[config.mk]
export PLATFORM = sky130hd
export DESIGN_NAME = exc_cause_unit
export DESIGN_NICKNAME = d
export VERILOG_FILES = /design/src/rtl/exc_pkg.sv /design/src/rtl/exc_align_chk.sv /design/src/rtl/exc_arbiter.sv /design/src/rtl/exc_ie_state.sv /design/src/rtl/exc_cause_unit.sv
export SDC_FILE = /design/constraint.sdc
export NUM_CORES = 1
export LEC_CHECK = 0
export BUFFER_PORTS_ARGS = -buffer_cell sky130_fd_sc_hd__buf_2
export CAP_MARGIN = 20
export CORE_UTILIZATION = 28
export DETAILED_ROUTE_END_ITERATION = 10
export GPL_TIMING_DRIVEN = 0
export PLACE_DENSITY = 0.72
export SLEW_MARGIN = 0
export SYNTH_ARGS = -nofsm -noshare
export SYNTH_HDL_FRONTEND = slang
export SYNTH_SLANG_ARGS = --single-unit
[constraint.sdc]
create_clock -name clk -period 1.37 [get_ports clk]
set_input_delay 0.274 -clock clk [delete_from_list [all_inputs] [get_ports clk]]
set_output_delay 0.274 -clock clk [all_outputs]
set_load 0.01 [all_outputs]
[src/rtl/exc_pkg.sv]
package exc_pkg;
   typedef enum logic [2:0] {
      CAUSE_NONE     = 3'd0,
      CAUSE_LD_ALIGN = 3'd1,
      CAUSE_ST_ALIGN = 3'd2,
      CAUSE_OVF      = 3'd3,
      CAUSE_UNDEF    = 3'd4,
      CAUSE_IRQ      = 3'd5
   } cause_e;

   localparam int NUM_SIZES = 4;

   // misaligned-bit mask for each size code
   function automatic logic [1:0] size_mask(input int code);
      case (code)
         0:       return 2'b00;
         1:       return 2'b01;
         default: return 2'b11;
      endcase
   endfunction
endpackage

[src/rtl/exc_align_chk.sv]
module exc_align_chk
   import exc_pkg::*;
(
   input  logic       clk,
   input  logic       rst_n,
   input  logic       valid,
   input  logic       is_store,
   input  logic [1:0] size,
   input  logic [1:0] addr_lo,
   output logic       ld_fault,
   output logic       st_fault
);
   logic [NUM_SIZES-1:0] hit;
   logic                 misal;

   generate
      for (genvar g = 0; g < NUM_SIZES; g++) begin : g_size
         localparam logic [1:0] MASK = size_mask(g);
         assign hit[g] = (size == 2'(g)) && (|(addr_lo & MASK));
      end
   endgenerate

   assign misal    = valid && (|hit);
   assign ld_fault = misal && !is_store;
   assign st_fault = misal &&  is_store;

   // byte accesses never fault
   a_r1_byte_never: assert property (@(posedge clk) disable iff (!rst_n)
      (size == 2'd0) |-> !(ld_fault || st_fault));
   // odd halfword always faults
   a_r1_half_odd: assert property (@(posedge clk) disable iff (!rst_n)
      (valid && size == 2'd1 && addr_lo[0]) |-> (ld_fault || st_fault));
endmodule

[src/rtl/exc_arbiter.sv]
module exc_arbiter
   import exc_pkg::*;
#(
   parameter int          XLEN      = 32,
   parameter int          VW        = 6,
   parameter int          VEC_SHIFT = 2,
   parameter logic [31:0] TRAP_BASE = 32'h0000_0040,
   parameter logic [31:0] IRQ_BASE  = 32'h0000_0100
)(
   input  logic            clk,
   input  logic            rst_n,
   input  logic            ld_f,
   input  logic            st_f,
   input  logic [XLEN-1:0] mem_pc,
   input  logic            ovf_f,
   input  logic [XLEN-1:0] ex_pc,
   input  logic            undef_f,
   input  logic [XLEN-1:0] id_pc,
   input  logic            irq_ok,
   input  logic [VW-1:0]   irq_vec,
   output logic            take,
   output logic [2:0]      cause,
   output logic [XLEN-1:0] vector,
   output logic [XLEN-1:0] take_pc,
   output logic [3:0]      kill
);
   localparam int NSRC = 4;
   logic [NSRC-1:0] grant;
   logic            mem_f;
   cause_e          c;

   assign mem_f = ld_f || st_f;

   always_comb begin
      grant = '0;
      if      (mem_f)   grant[0] = 1'b1;
      else if (ovf_f)   grant[1] = 1'b1;
      else if (undef_f) grant[2] = 1'b1;
      else if (irq_ok)  grant[3] = 1'b1;
   end

   always_comb begin
      c       = CAUSE_NONE;
      take_pc = '0;
      kill    = 4'b0000;
      if (grant[0]) begin
         c = st_f ? CAUSE_ST_ALIGN : CAUSE_LD_ALIGN;
         take_pc = mem_pc; kill = 4'b1111;
      end else if (grant[1]) begin
         c = CAUSE_OVF;   take_pc = ex_pc; kill = 4'b0111;
      end else if (grant[2]) begin
         c = CAUSE_UNDEF; take_pc = id_pc; kill = 4'b0011;
      end else if (grant[3]) begin
         c = CAUSE_IRQ;   take_pc = id_pc; kill = 4'b0011;
      end
   end

   always_comb begin
      if (grant[3])
         vector = XLEN'(IRQ_BASE) + (XLEN'(irq_vec) << VEC_SHIFT);
      else if (|grant[2:0])
         vector = XLEN'(TRAP_BASE) + (XLEN'(c) << VEC_SHIFT);
      else
         vector = '0;
   end

   assign take  = |grant;
   assign cause = c;

   // at most one source wins
   a_r3_single_grant: assert property (@(posedge clk) disable iff (!rst_n)
      $onehot0(grant));
   // a memory fault always records the memory-stage PC
   a_r3_mem_oldest: assert property (@(posedge clk) disable iff (!rst_n)
      mem_f |-> (take_pc == mem_pc && kill == 4'b1111));
   // the interrupt never displaces a trap
   a_r5_irq_last: assert property (@(posedge clk) disable iff (!rst_n)
      (mem_f || ovf_f || undef_f) |-> (cause != 3'd5));
endmodule

[src/rtl/exc_ie_state.sv]
module exc_ie_state #(
   parameter int XLEN = 32
)(
   input  logic            clk,
   input  logic            rst_n,
   input  logic            take,
   input  logic [XLEN-1:0] take_pc,
   input  logic            cmd_ei,
   input  logic            cmd_di,
   input  logic            cmd_rfe,
   output logic            irq_en,
   output logic [XLEN-1:0] epc,
   output logic            ret_take,
   output logic [XLEN-1:0] ret_pc
);
   logic ie_q, sie_q;
   logic [XLEN-1:0] epc_q;

   assign ret_take = cmd_rfe && !take;
   assign ret_pc   = epc_q;
   assign irq_en   = ie_q;
   assign epc      = epc_q;

   always_ff @(posedge clk) begin
      if (!rst_n) begin
         ie_q  <= 1'b0;
         sie_q <= 1'b0;
         epc_q <= '0;
      end else if (take) begin
         sie_q <= ie_q;
         ie_q  <= 1'b0;
         epc_q <= take_pc;
      end else if (cmd_rfe) begin
         ie_q  <= sie_q;
      end else if (cmd_di) begin
         ie_q  <= 1'b0;
      end else if (cmd_ei) begin
         ie_q  <= 1'b1;
      end
   end

   // taking an exception masks interrupts
   a_r6_take_masks: assert property (@(posedge clk) disable iff (!rst_n)
      take |=> !irq_en);
   // return address recorded on take
   a_r6_epc_saved: assert property (@(posedge clk) disable iff (!rst_n)
      take |=> (epc == $past(take_pc)));
   // disable beats enable
   a_r8_di_wins: assert property (@(posedge clk) disable iff (!rst_n)
      (cmd_di && !cmd_rfe && !take) |=> !irq_en);
   // return restores the copied enable
   a_r9_rfe_restore: assert property (@(posedge clk) disable iff (!rst_n)
      ret_take |=> (irq_en == $past(sie_q)));
endmodule

[src/rtl/exc_cause_unit.sv]
module exc_cause_unit #(
   parameter int          XLEN      = 32,
   parameter int          VW        = 6,
   parameter int          NUM_VEC   = 60,
   parameter int          VEC_SHIFT = 2,
   parameter logic [31:0] TRAP_BASE = 32'h0000_0040,
   parameter logic [31:0] IRQ_BASE  = 32'h0000_0100
)(
   input  logic            clk,
   input  logic            rst_n,
   input  logic            mem_valid,
   input  logic            mem_is_store,
   input  logic [1:0]      mem_size,
   input  logic [1:0]      mem_addr_lo,
   input  logic [XLEN-1:0] mem_pc,
   input  logic            ex_valid,
   input  logic            ex_ovf,
   input  logic [XLEN-1:0] ex_pc,
   input  logic            id_valid,
   input  logic            id_undef,
   input  logic [XLEN-1:0] id_pc,
   input  logic            irq_req,
   input  logic [VW-1:0]   irq_vec,
   input  logic            cmd_ei,
   input  logic            cmd_di,
   input  logic            cmd_rfe,
   output logic            exc_take,
   output logic [2:0]      exc_cause,
   output logic [XLEN-1:0] exc_vector,
   output logic [3:0]      flush_mask,
   output logic [XLEN-1:0] exc_epc,
   output logic            ret_take,
   output logic [XLEN-1:0] ret_pc,
   output logic            irq_en
);
   localparam logic [VW:0] VLIM = (VW+1)'(NUM_VEC);

   generate
      if (NUM_VEC < 1 || NUM_VEC > (1 << VW)) begin : g_bad_vec
         $error("NUM_VEC must fit the vector field");
      end
      if (XLEN < 8 || VEC_SHIFT < 0 || VEC_SHIFT > 8) begin : g_bad_geom
         $error("unsupported XLEN or VEC_SHIFT");
      end
   endgenerate

   logic ld_f, st_f, ovf_f, undef_f, irq_ok;
   logic [XLEN-1:0] take_pc;

   assign ovf_f   = ex_valid && ex_ovf;
   assign undef_f = id_valid && id_undef;
   assign irq_ok  = irq_req && irq_en && ({1'b0, irq_vec} < VLIM);

   exc_align_chk u_align (
      .clk(clk), .rst_n(rst_n), .valid(mem_valid), .is_store(mem_is_store),
      .size(mem_size), .addr_lo(mem_addr_lo),
      .ld_fault(ld_f), .st_fault(st_f)
   );

   exc_arbiter #(
      .XLEN(XLEN), .VW(VW), .VEC_SHIFT(VEC_SHIFT),
      .TRAP_BASE(TRAP_BASE), .IRQ_BASE(IRQ_BASE)
   ) u_arb (
      .clk(clk), .rst_n(rst_n),
      .ld_f(ld_f), .st_f(st_f), .mem_pc(mem_pc),
      .ovf_f(ovf_f), .ex_pc(ex_pc),
      .undef_f(undef_f), .id_pc(id_pc),
      .irq_ok(irq_ok), .irq_vec(irq_vec),
      .take(exc_take), .cause(exc_cause), .vector(exc_vector),
      .take_pc(take_pc), .kill(flush_mask)
   );

   exc_ie_state #(.XLEN(XLEN)) u_state (
      .clk(clk), .rst_n(rst_n), .take(exc_take), .take_pc(take_pc),
      .cmd_ei(cmd_ei), .cmd_di(cmd_di), .cmd_rfe(cmd_rfe),
      .irq_en(irq_en), .epc(exc_epc), .ret_take(ret_take), .ret_pc(ret_pc)
   );

   // out-of-range vector is never taken as an interrupt
   a_r5_bad_vec: assert property (@(posedge clk) disable iff (!rst_n)
      (irq_req && ({1'b0, irq_vec} >= VLIM) && !ld_f && !st_f && !ovf_f && !undef_f)
      |-> !exc_take);
   // disabled interrupt is never taken
   a_r5_masked: assert property (@(posedge clk) disable iff (!rst_n)
      (!irq_en && !ld_f && !st_f && !ovf_f && !undef_f) |-> !exc_take);
   // a take beats a return
   a_r9_take_wins: assert property (@(posedge clk) disable iff (!rst_n)
      exc_take |-> !ret_take);
endmodule

; Yosys cells after proc, flatten, opt, wreduce, memory -nomap -nowiden
; Cells that the tools add are included.
[word_totals]
regBits = 34
elab_cells = 55
[op_classes]
n_addsub = 2
n_lt_le_gt_ge = 1
n_eq_ne = 3
n_mux = 25
bitwise_logic = 1
n_reduce_logical = 20
[ops]
columns = op, count
row1 = $mux W32, 6
row2 = $mux W3, 5
row3 = $mux W4, 3
row4 = $logic_and A1 B1 Y1, 11
row5 = $add A9 B8 Y10 const A, 1
row6 = $add A7 B5 Y8 const A, 1
row7 = $mux W1, 8
row8 = $lt A6 B6 Y1 const B, 1
row9 = $mux W2, 3
row10 = $reduce_or A3 Y1, 2
row11 = $reduce_or A5 Y1, 1
row12 = $eq A2 B2 Y1 const B, 2
row13 = $reduce_or A4 Y1, 1
row14 = $reduce_bool A3 Y1, 1
row15 = $eq A2 B1 Y1 const B, 1
row16 = $logic_not A1 Y1, 2
row17 = $reduce_or A2 Y1, 1
row18 = $logic_or A1 B1 Y1, 1
row19 = $not A1 Y1, 1

; Logic depth before layout (Yosys ltp)
; Gate-level depths: netlist (run 1).
[logic_depth]
word_depth = 14
depth_mapped = 7

; Hierarchy
; A second synthesis (run 1) with hierarchy kept.
[hier_totals]
cells_unflattened = 329
area_unflattened_um2 = 3005.4
[modules_own_cells]
columns = mod, n_inst, cells_per_inst, area_each_um2, seq_area_each_um2
row1 = exc_ie_state, 1, 145, 1570.3, 680.7
row2 = exc_arbiter, 1, 174, 1373.8, 0.0
row3 = exc_cause_unit, 1, 4, 32.5, 0.0
row4 = exc_align_chk, 1, 6, 28.8, 0.0

; Least setup slack after synthesis (run 1)
; No wires, ideal clock.
[synth_timing]
path_kind = in2out
from = input mem_addr_lo[0]
to = output exc_vector[6]
arrival_ns = 1.180
slack_ns = -0.084
stages = 6
path_cell_list = o211ai_2 -> and3_4 -> buf_6 -> inv_6 -> buf_6 -> a211o_1
[synth_via]
elab_chain_cells = 14
elab_cells_between_ends = 20
classes_between = add/sub: 1 / mux: 9 / reduce/logical: 10
[synth_lines]
columns = element, line
row1 = "start, declared", exc_cause_unit.sv:14  ; input logic [1:0] mem_addr_lo,
row2 = $reduce_or A2 Y1, exc_align_chk.sv:19  ; assign hit[g] = (size == 2'(g)) && (|(addr_lo & MASK));
row3 = $logic_and A1 B1 Y1, exc_align_chk.sv:19
row4 = $reduce_or A3 Y1 *, exc_align_chk.sv:23  ; assign misal = valid && (|hit);
row5 = $logic_and A1 B1 Y1 *, exc_align_chk.sv:23
row6 = $logic_and A1 B1 Y1 (on tied branches), "exc_align_chk.sv:24, exc_align_chk.sv:25"
row7 = $logic_or A1 B1 Y1, exc_arbiter.sv:32  ; assign mem_f = ld_f || st_f;
row8 = $mux W3, exc_arbiter.sv:36  ; if (mem_f) grant[0] = 1'b1;
row9 = $mux W3, exc_arbiter.sv:53  ; end else if (grant[3]) begin
row10 = $mux W3, exc_arbiter.sv:51  ; end else if (grant[2]) begin
row11 = $mux W3, exc_arbiter.sv:49  ; end else if (grant[1]) begin
row12 = $mux W3, exc_arbiter.sv:46  ; if (grant[0]) begin
row13 = $add A7 B5 Y8, exc_arbiter.sv:62  ; vector = XLEN'(TRAP_BASE) + (XLEN'(c) << VEC_SHIFT);
row14 = $mux W32, exc_arbiter.sv:61  ; else if (|grant[2:0])
row15 = $mux W32 *, exc_arbiter.sv:59  ; if (grant[3])
row16 = "end, declared", exc_cause_unit.sv:29  ; output logic [XLEN-1:0] exc_vector,
; Mark *: on every way between the ends. The rest lies on a longest branch, timed or not.

; Worst setup path in the final report (run 1)
[layout_timing]
from = input mem_addr_lo[1]
to = output exc_vector[6]
[layout_via]
elab_chain_cells = 14
elab_cells_between_ends = 19
classes_between = add/sub: 1 / mux: 9 / reduce/logical: 9
[layout_lines]
columns = element, line
row1 = $reduce_or A2 Y1 *, exc_align_chk.sv:19
row2 = $logic_and A1 B1 Y1, exc_align_chk.sv:19
row3 = $reduce_or A3 Y1 *, exc_align_chk.sv:23
row4 = $logic_and A1 B1 Y1 *, exc_align_chk.sv:23
row5 = $logic_and A1 B1 Y1 (on tied branches), "exc_align_chk.sv:24, exc_align_chk.sv:25"
row6 = $logic_or A1 B1 Y1, exc_arbiter.sv:32
row7 = $mux W3, exc_arbiter.sv:36
row8 = $mux W3, exc_arbiter.sv:53
row9 = $mux W3, exc_arbiter.sv:51
row10 = $mux W3, exc_arbiter.sv:49
row11 = $mux W3, exc_arbiter.sv:46
row12 = $add A7 B5 Y8, exc_arbiter.sv:62
row13 = $mux W32, exc_arbiter.sv:61
row14 = $mux W32 *, exc_arbiter.sv:59
; Marks and branches as above.

==> impl_metrics.toml, run 1 <==
[place]
finalWeightedCongestion = 0.736
io_buffers = 197
dpl.hpwl_um = 7060
pre_cts_ws_ns = -0.441
place_inst = 650

[synthesis]
syn_avg_cell_area_um2 = 7.79
synthDistinctLibCells = 33
synth_cells = 321
yosysSeqAreaShare_pct = 27.2
ys_warn_count = 0
ys_ff_latch = 34
syn_area_um2 = 2500

[critical_path]
worstPathMaxFanout = 4
path_class = "primary input to output port"
crit_required_ns = 1.10
cp_common_cell = "buf_8"
slowest_stage = "and3_4"
critPathArrivalTime_ns = 1.40
critPathLaunchType = "primary input"
slowest_delay_ns = 0.22
crit_path_end_kind = "output port"
critical-path-top-delay-family = "buffers and inverters"
critPathBufInv = 5
path_cells = "buf_6 > o211ai_2 > and3_4 > buf_8 > inv_12 > buf_8 > a211o_1 > buf_2"

[sta]
final-hold-violation-count = 0
worst_pin_slew_ns = 0.575
fin_skew_ns = 0.00654
period_needed_ns = 1.67
post-route-period-util_pct = 122
grt_setup_unrepaired = "true"
fin_ws_ns = -0.302
finalSetupViolations = 48
max_freq_mhz = 598
slew_viol_final = 0
slew_headroom_pct = 61.6
setup_tns_ns = -5.62

[clocking]
cts_sinks = 34
clk_path_buf_depth = 2
path_clk_slew_ns = 0.07
worstSkewPairLatency_ns = 0.28
cts-htree-levels = 2
cts_tree = "done"
cts_root_buffer = "clkbuf_8"
cts-buffers-inserted = 5

[route]
drt_first_pass_iters = 4
wl_per_cell_um = 14.8
drt_iter0_drc = 92
ant_nets = 0
remaining_drc_errors = 0
drt_wl_total_um = 10200
via_count = 3281
vias_per_cell = 4.79

[cells_and_area]
finalNonFillerCells = 685
fin_nets = 694
fin_util_pct = 54.7
area_growth_pct = 89.8
final_cell_mix = "buf_2, buf_4, nand2_1, dfxtp_1"
layout-drive-gt1-share_pct = 63.4
diodes = 0
layout_commonest_cell = "buf_2"

[hold_path]
min_path_type = "primary input to flop"

[power]
leakagePower_nw = 2.32
powerDensity_nw_per_um2 = 770
vdd_drop_max_mv = 0.347

[floorplan]
pin_count = 224
core_area_um2 = 8680
fp.dieH_um = 96.5
num_rows = 34
dieArea_um2 = 9310
die_w_um = 96.5
start_util_pct = 28.8

[global_route]
grt_usage_pct = 18.7
grt.overflow.total = 0
grt_start_max_net_pins = 11
grt_pass1_wl_um = 13200
grt_pass1_vias = 2786
antenna_found_initial = 0

[status]
violations = "negative setup slack"
status = "finished, violations left"

[job]
cap_violations = 0
[stage by stage]
stage	power [W]	cell area [um2]	hold WS, ns
6_report	0.00366	4750	0.232
5_1_grt	0.00389	4750	0.227
4_1_cts	0.00338	4120	0.224
3_5_place_dp	0.00245	3720	0.458
3_3_place_gp	0.00243	3720	0.439
2_1_floorplan	0.00192	2600	0.417
[Yosys cell counts (all sizes together)]
cell type / count / area share, %
nor2: 3 / 0.45
nand3: 33 / 6.6
nor3b: 1 / 0.30
and3: 4 / 1.6
nand4: 1 / 0.85
conb: 1 / 0.15
o21a: 1 / 0.30
a21oi: 4 / 0.80
nor3: 1 / 0.20
a21o: 1 / 0.30
o21ai: 33 / 6.6
buf: 81 / 23
and2: 5 / 1.4
o31ai: 32 / 11
inv: 2 / 0.60
clkbuf: 7 / 1.1
nand2: 38 / 5.7
o211ai: 2 / 0.80
a31oi: 33 / 8.9
dfxtp: 34 / 27
a31o: 1 / 0.35
a221o: 1 / 0.40
a211o: 2 / 0.70
[layout make-up]
cell class / count / area (um2)
tap: 108 / 135
clock buffer: 7 / 86.3
buffer: 87 / 729
inverter: 2 / 27.5
multi-input combinational: 221 / 1710
sequential: 34 / 684
timing repair buffer: 225 / 1370
fill: 793 / 3930
clock inverter: 1 / 5.00
[worst reg2reg max path, cell delays in order (launching register included)]
cell and delay (ns):
dfxtp_4 0.35, buf_4 0.14, buf_6 0.11, a31o_4 0.31, clkbuf_16 0.21, o31ai_4 0.17, a31oi_1 0.07
[worst paths after layout]
kind | from | endpoint | slack, ns | cells past startpoint
worst max-delay path | mem_addr_lo[1] | exc_vector[6] | -0.30 | 8
worst min-delay path | mem_pc[4] | u_state.epc[4] | 0.23 | 3
worst max register to register | u_state.irq_en | u_state.epc[20] | -0.12 | 6
worst min register to register | u_state.sie_q | u_state.sie_q | 0.47 | 2
[flip-flops by register name (all words and copies together), names as in the netlist]
| register | count |
|---|---|
| u_state.epc | 32 |
| u_state.irq_en | 1 |
| u_state.sie_q | 1 |
[routing by layer]
layer | track usage, % | wire, um | up-vias
li1 | - | - | 1585
met1 | 21.8 | 4200 | 1530
met2 | 34.8 | 5210 | 154
met3 | 3.36 | 642 | 12
met4 | 4.66 | 107 | 0
met5 | 0 | 0 | -
[power by group]
group / total (W) / internal [W] / switching [W] / leakage, nW
registers: 0.00121 / 0.00108 / 0.000126 / 0.282
logic: 0.00166 / 0.000873 / 0.000791 / 1.99
clock network: 0.000782 / 0.000406 / 0.000376 / 0.0482
total: 0.00366 / 0.00236 / 0.00129 / 2.32
[cells by family (layout without fill, tap and decap cells)]
logic type	count (synthesis)	in the layout	share of synthesized area [%]
DFF	34	34	27.2
other	1	25	0.150
AOI/OAI and AO/OA	110	110	30.5
buffers and inverters	90	322	25.1
and+or+nand+nor	86	86	17.1
[repair_timing]
item / 4_1_cts / 5_1_grt
buffers inserted: 20 / 5
cloned: 0 / 4
setup endpoints to repair: 19 / 47
gates resized for setup: 41 / 93
pin swaps: 7 / 11
hold buffers: 0 / 0
Power figures use the tool's default switching activity.
==> inputs of run 2 (changes only) <==
--- a/config.mk
+++ b/config.mk
@@ -5,12 +5,12 @@
 export SDC_FILE = /design/constraint.sdc
 export NUM_CORES = 1
 export LEC_CHECK = 0
-export BUFFER_PORTS_ARGS = -buffer_cell sky130_fd_sc_hd__buf_2
+export BUFFER_PORTS_ARGS = -buffer_cell sky130_fd_sc_hd__clkbuf_2
 export CAP_MARGIN = 20
 export CORE_UTILIZATION = 28
 export DETAILED_ROUTE_END_ITERATION = 10
 export GPL_TIMING_DRIVEN = 0
-export PLACE_DENSITY = 0.72
+export PLACE_DENSITY_LB_ADDON = 0.12
 export SLEW_MARGIN = 0
 export SYNTH_ARGS = -nofsm -noshare
 export SYNTH_HDL_FRONTEND = slang
==> impl_metrics.toml, run 2 (synthesized netlist as in run 1, its figures left out) <==
[power]
powerDensity_nw_per_um2 = 826
switching_share_pct = 32.8
clockPowerShare_pct = 26.3
p_seq_share_pct = 33.1
vdd_drop_max_mv = 0.375
finalPower_w = 0.00354
power_switching_w = 0.00116
power_frac_comb_pct = 40.5
leakagePower_nw = 2.21
p_int_w = 0.00238

[sta]
slew_viol_final = 0
max_freq_mhz = 608
post-route-period-util_pct = 120
period_needed_ns = 1.65
slew_headroom_pct = 58.6
grt_setup_unrepaired = "true"
worst_pin_slew_ns = 0.621
finalSetupViolations = 50
fin_ws_ns = -0.275
fin_skew_ns = 0.00919
final-hold-violation-count = 0

[hold_path]
min_path_type = "primary input to flop"

[floorplan]
pin_count = 224
num_rows = 34
fp.dieH_um = 96.5
start_util_pct = 28.8
dieArea_um2 = 9310
core_area_um2 = 8680
die_w_um = 96.5

[route]
drt_wl_total_um = 9440
drt_first_pass_iters = 4
drt_iter0_drc = 77
vias_per_cell = 4.70
remaining_drc_errors = 0
via_count = 3218
ant_nets = 0
wl_per_cell_um = 13.8

[global_route]
grt_pass1_vias = 2896
grt.overflow.total = 0
grt_pass1_wl_um = 13700
grt_usage_pct = 19.1
grt_start_max_net_pins = 11
antenna_found_initial = 0

[place]
finalWeightedCongestion = 0.746
io_buffers = 197
place_inst = 650
dpl.hpwl_um = 6950

[clocking]
clk_path_buf_depth = 2
cts-htree-levels = 2
cts-buffers-inserted = 5
worstSkewPairLatency_ns = 0.29
path_clk_slew_ns = 0.08
holdBufCountCts = 0
cts_tree = "done"
cts_root_buffer = "clkbuf_8"
cts_sinks = 34

[cells_and_area]
layout-drive-gt1-share_pct = 60.5
finalNonFillerCells = 685
fin_util_pct = 49.3
diodes = 0
fin_nets = 694
final_cell_mix = "clkbuf_2, buf_4, nand2_1, nand3_1, dfxtp_1"
area_growth_pct = 71.2
layout_commonest_cell = "clkbuf_2"
largest_reg_flops = 32

[critical_path]
critPathBufInv = 5
critical-path-top-delay-family = "buffers and inverters"
path_class = "primary input to output port"
crit_required_ns = 1.10
slowest_stage = "and3_4"
path_cells = "buf_6 > o211ai_2 > and3_4 > buf_8 > buf_6 > buf_8 > and3_4 > buf_6"
worstPathMaxFanout = 5
critPathArrivalTime_ns = 1.37
slowest_delay_ns = 0.22
critPathLaunchType = "primary input"
cp_common_cell = "buf_6"
crit_path_end_kind = "output port"

[status]
violations = "negative setup slack"
status = "finished, violations left"

[job]
cap_violations = 0
-- run 2: cell types whose count changed in the layout (fill, tap and decap cells not counted), moves of 2 or more --
cell / previous run / this run
and2_4: 1 / 3
buf_4: 74 / 80
buf_2: 191 / 11
clkbuf_16: 4 / 0
clkbuf_1: 3 / 9
clkbuf_4: 0 / 2
buf_12: 3 / 0
buf_8: 8 / 4
o31ai_4: 30 / 0
o31ai_2: 1 / 19
clkbuf_2: 5 / 182
o31ai_1: 1 / 13
-- run 2: cell type report --
type,count,area (um2)
clock inverter,1,30.0
buffer,86,661
clock buffer,7,76.3
fill,906,4400
timing repair buffer,225,1280
sequential,34,684
tap,108,135
inverter,2,27.5
multi-input combinational,221,1380
timing repair inverter,1,6.26
-- run 2: final timing paths --
| check | from | end | slack (ns) | depth (start not counted) |
|---|---|---|---|---|
| max reg2reg | u_state.irq_en | u_state.epc[25] | -0.21 | 7 |
| min | mem_pc[6] | u_state.epc[6] | 0.21 | 3 |
| max | mem_addr_lo[0] | ret_take | -0.28 | 8 |
| min reg2reg | u_state.sie_q | u_state.sie_q | 0.47 | 2 |
-- run 2: power by group through the flow --
stage | combinational [W] | sequential (W) | clock, W
6_report | 0.00143 | 0.00117 | 0.000931
5_1_grt | 0.00158 | 0.00119 | 0.000992
4_1_cts | 0.00136 | 0.00117 | 0.000958
3_5_place_dp | 0.00125 | 0.00119 | 0
3_3_place_gp | 0.00125 | 0.00119 | 0
2_1_floorplan | 0.000703 | 0.00122 | 0
-- run 2: tightest hold or removal path: stages --
cell and delay, ns:
clkbuf_2 0.08, nand2_1 0.04, a31oi_1 0.06
-- run 2: timing repair --
item                                    CTS  global route
gates cloned                              0             1
resized for setup                        33            45
buffers inserted                         22             7
endpoints found under the setup margin   16            50
pin swaps                                 5             7
-- run 2: metal layers --
metal	share of wire [%]	GRT usage, %
met5	0	0
met4	0.97	5.64
met3	7.9	3.21
met2	50	35.9
met1	41	22.0
-- run 2: stage by stage --
| step | TNS (ns) | setup slack (ns) | instance area, um2 | hold WS (ns) |
|---|---|---|---|---|
| 6_report | -8.68 | -0.275 | 4280 | 0.206 |
| 5_1_grt | -11.76 | -0.324 | 4280 | 0.209 |
| 4_1_cts | -8.52 | -0.299 | 4100 | 0.202 |
| 3_5_place_dp | -10.12 | -0.381 | 3720 | 0.456 |
| 3_3_place_gp | -10.37 | -0.384 | 3720 | 0.443 |
| 2_1_floorplan | -0.297 | -0.0843 | 2600 | 0.417 |
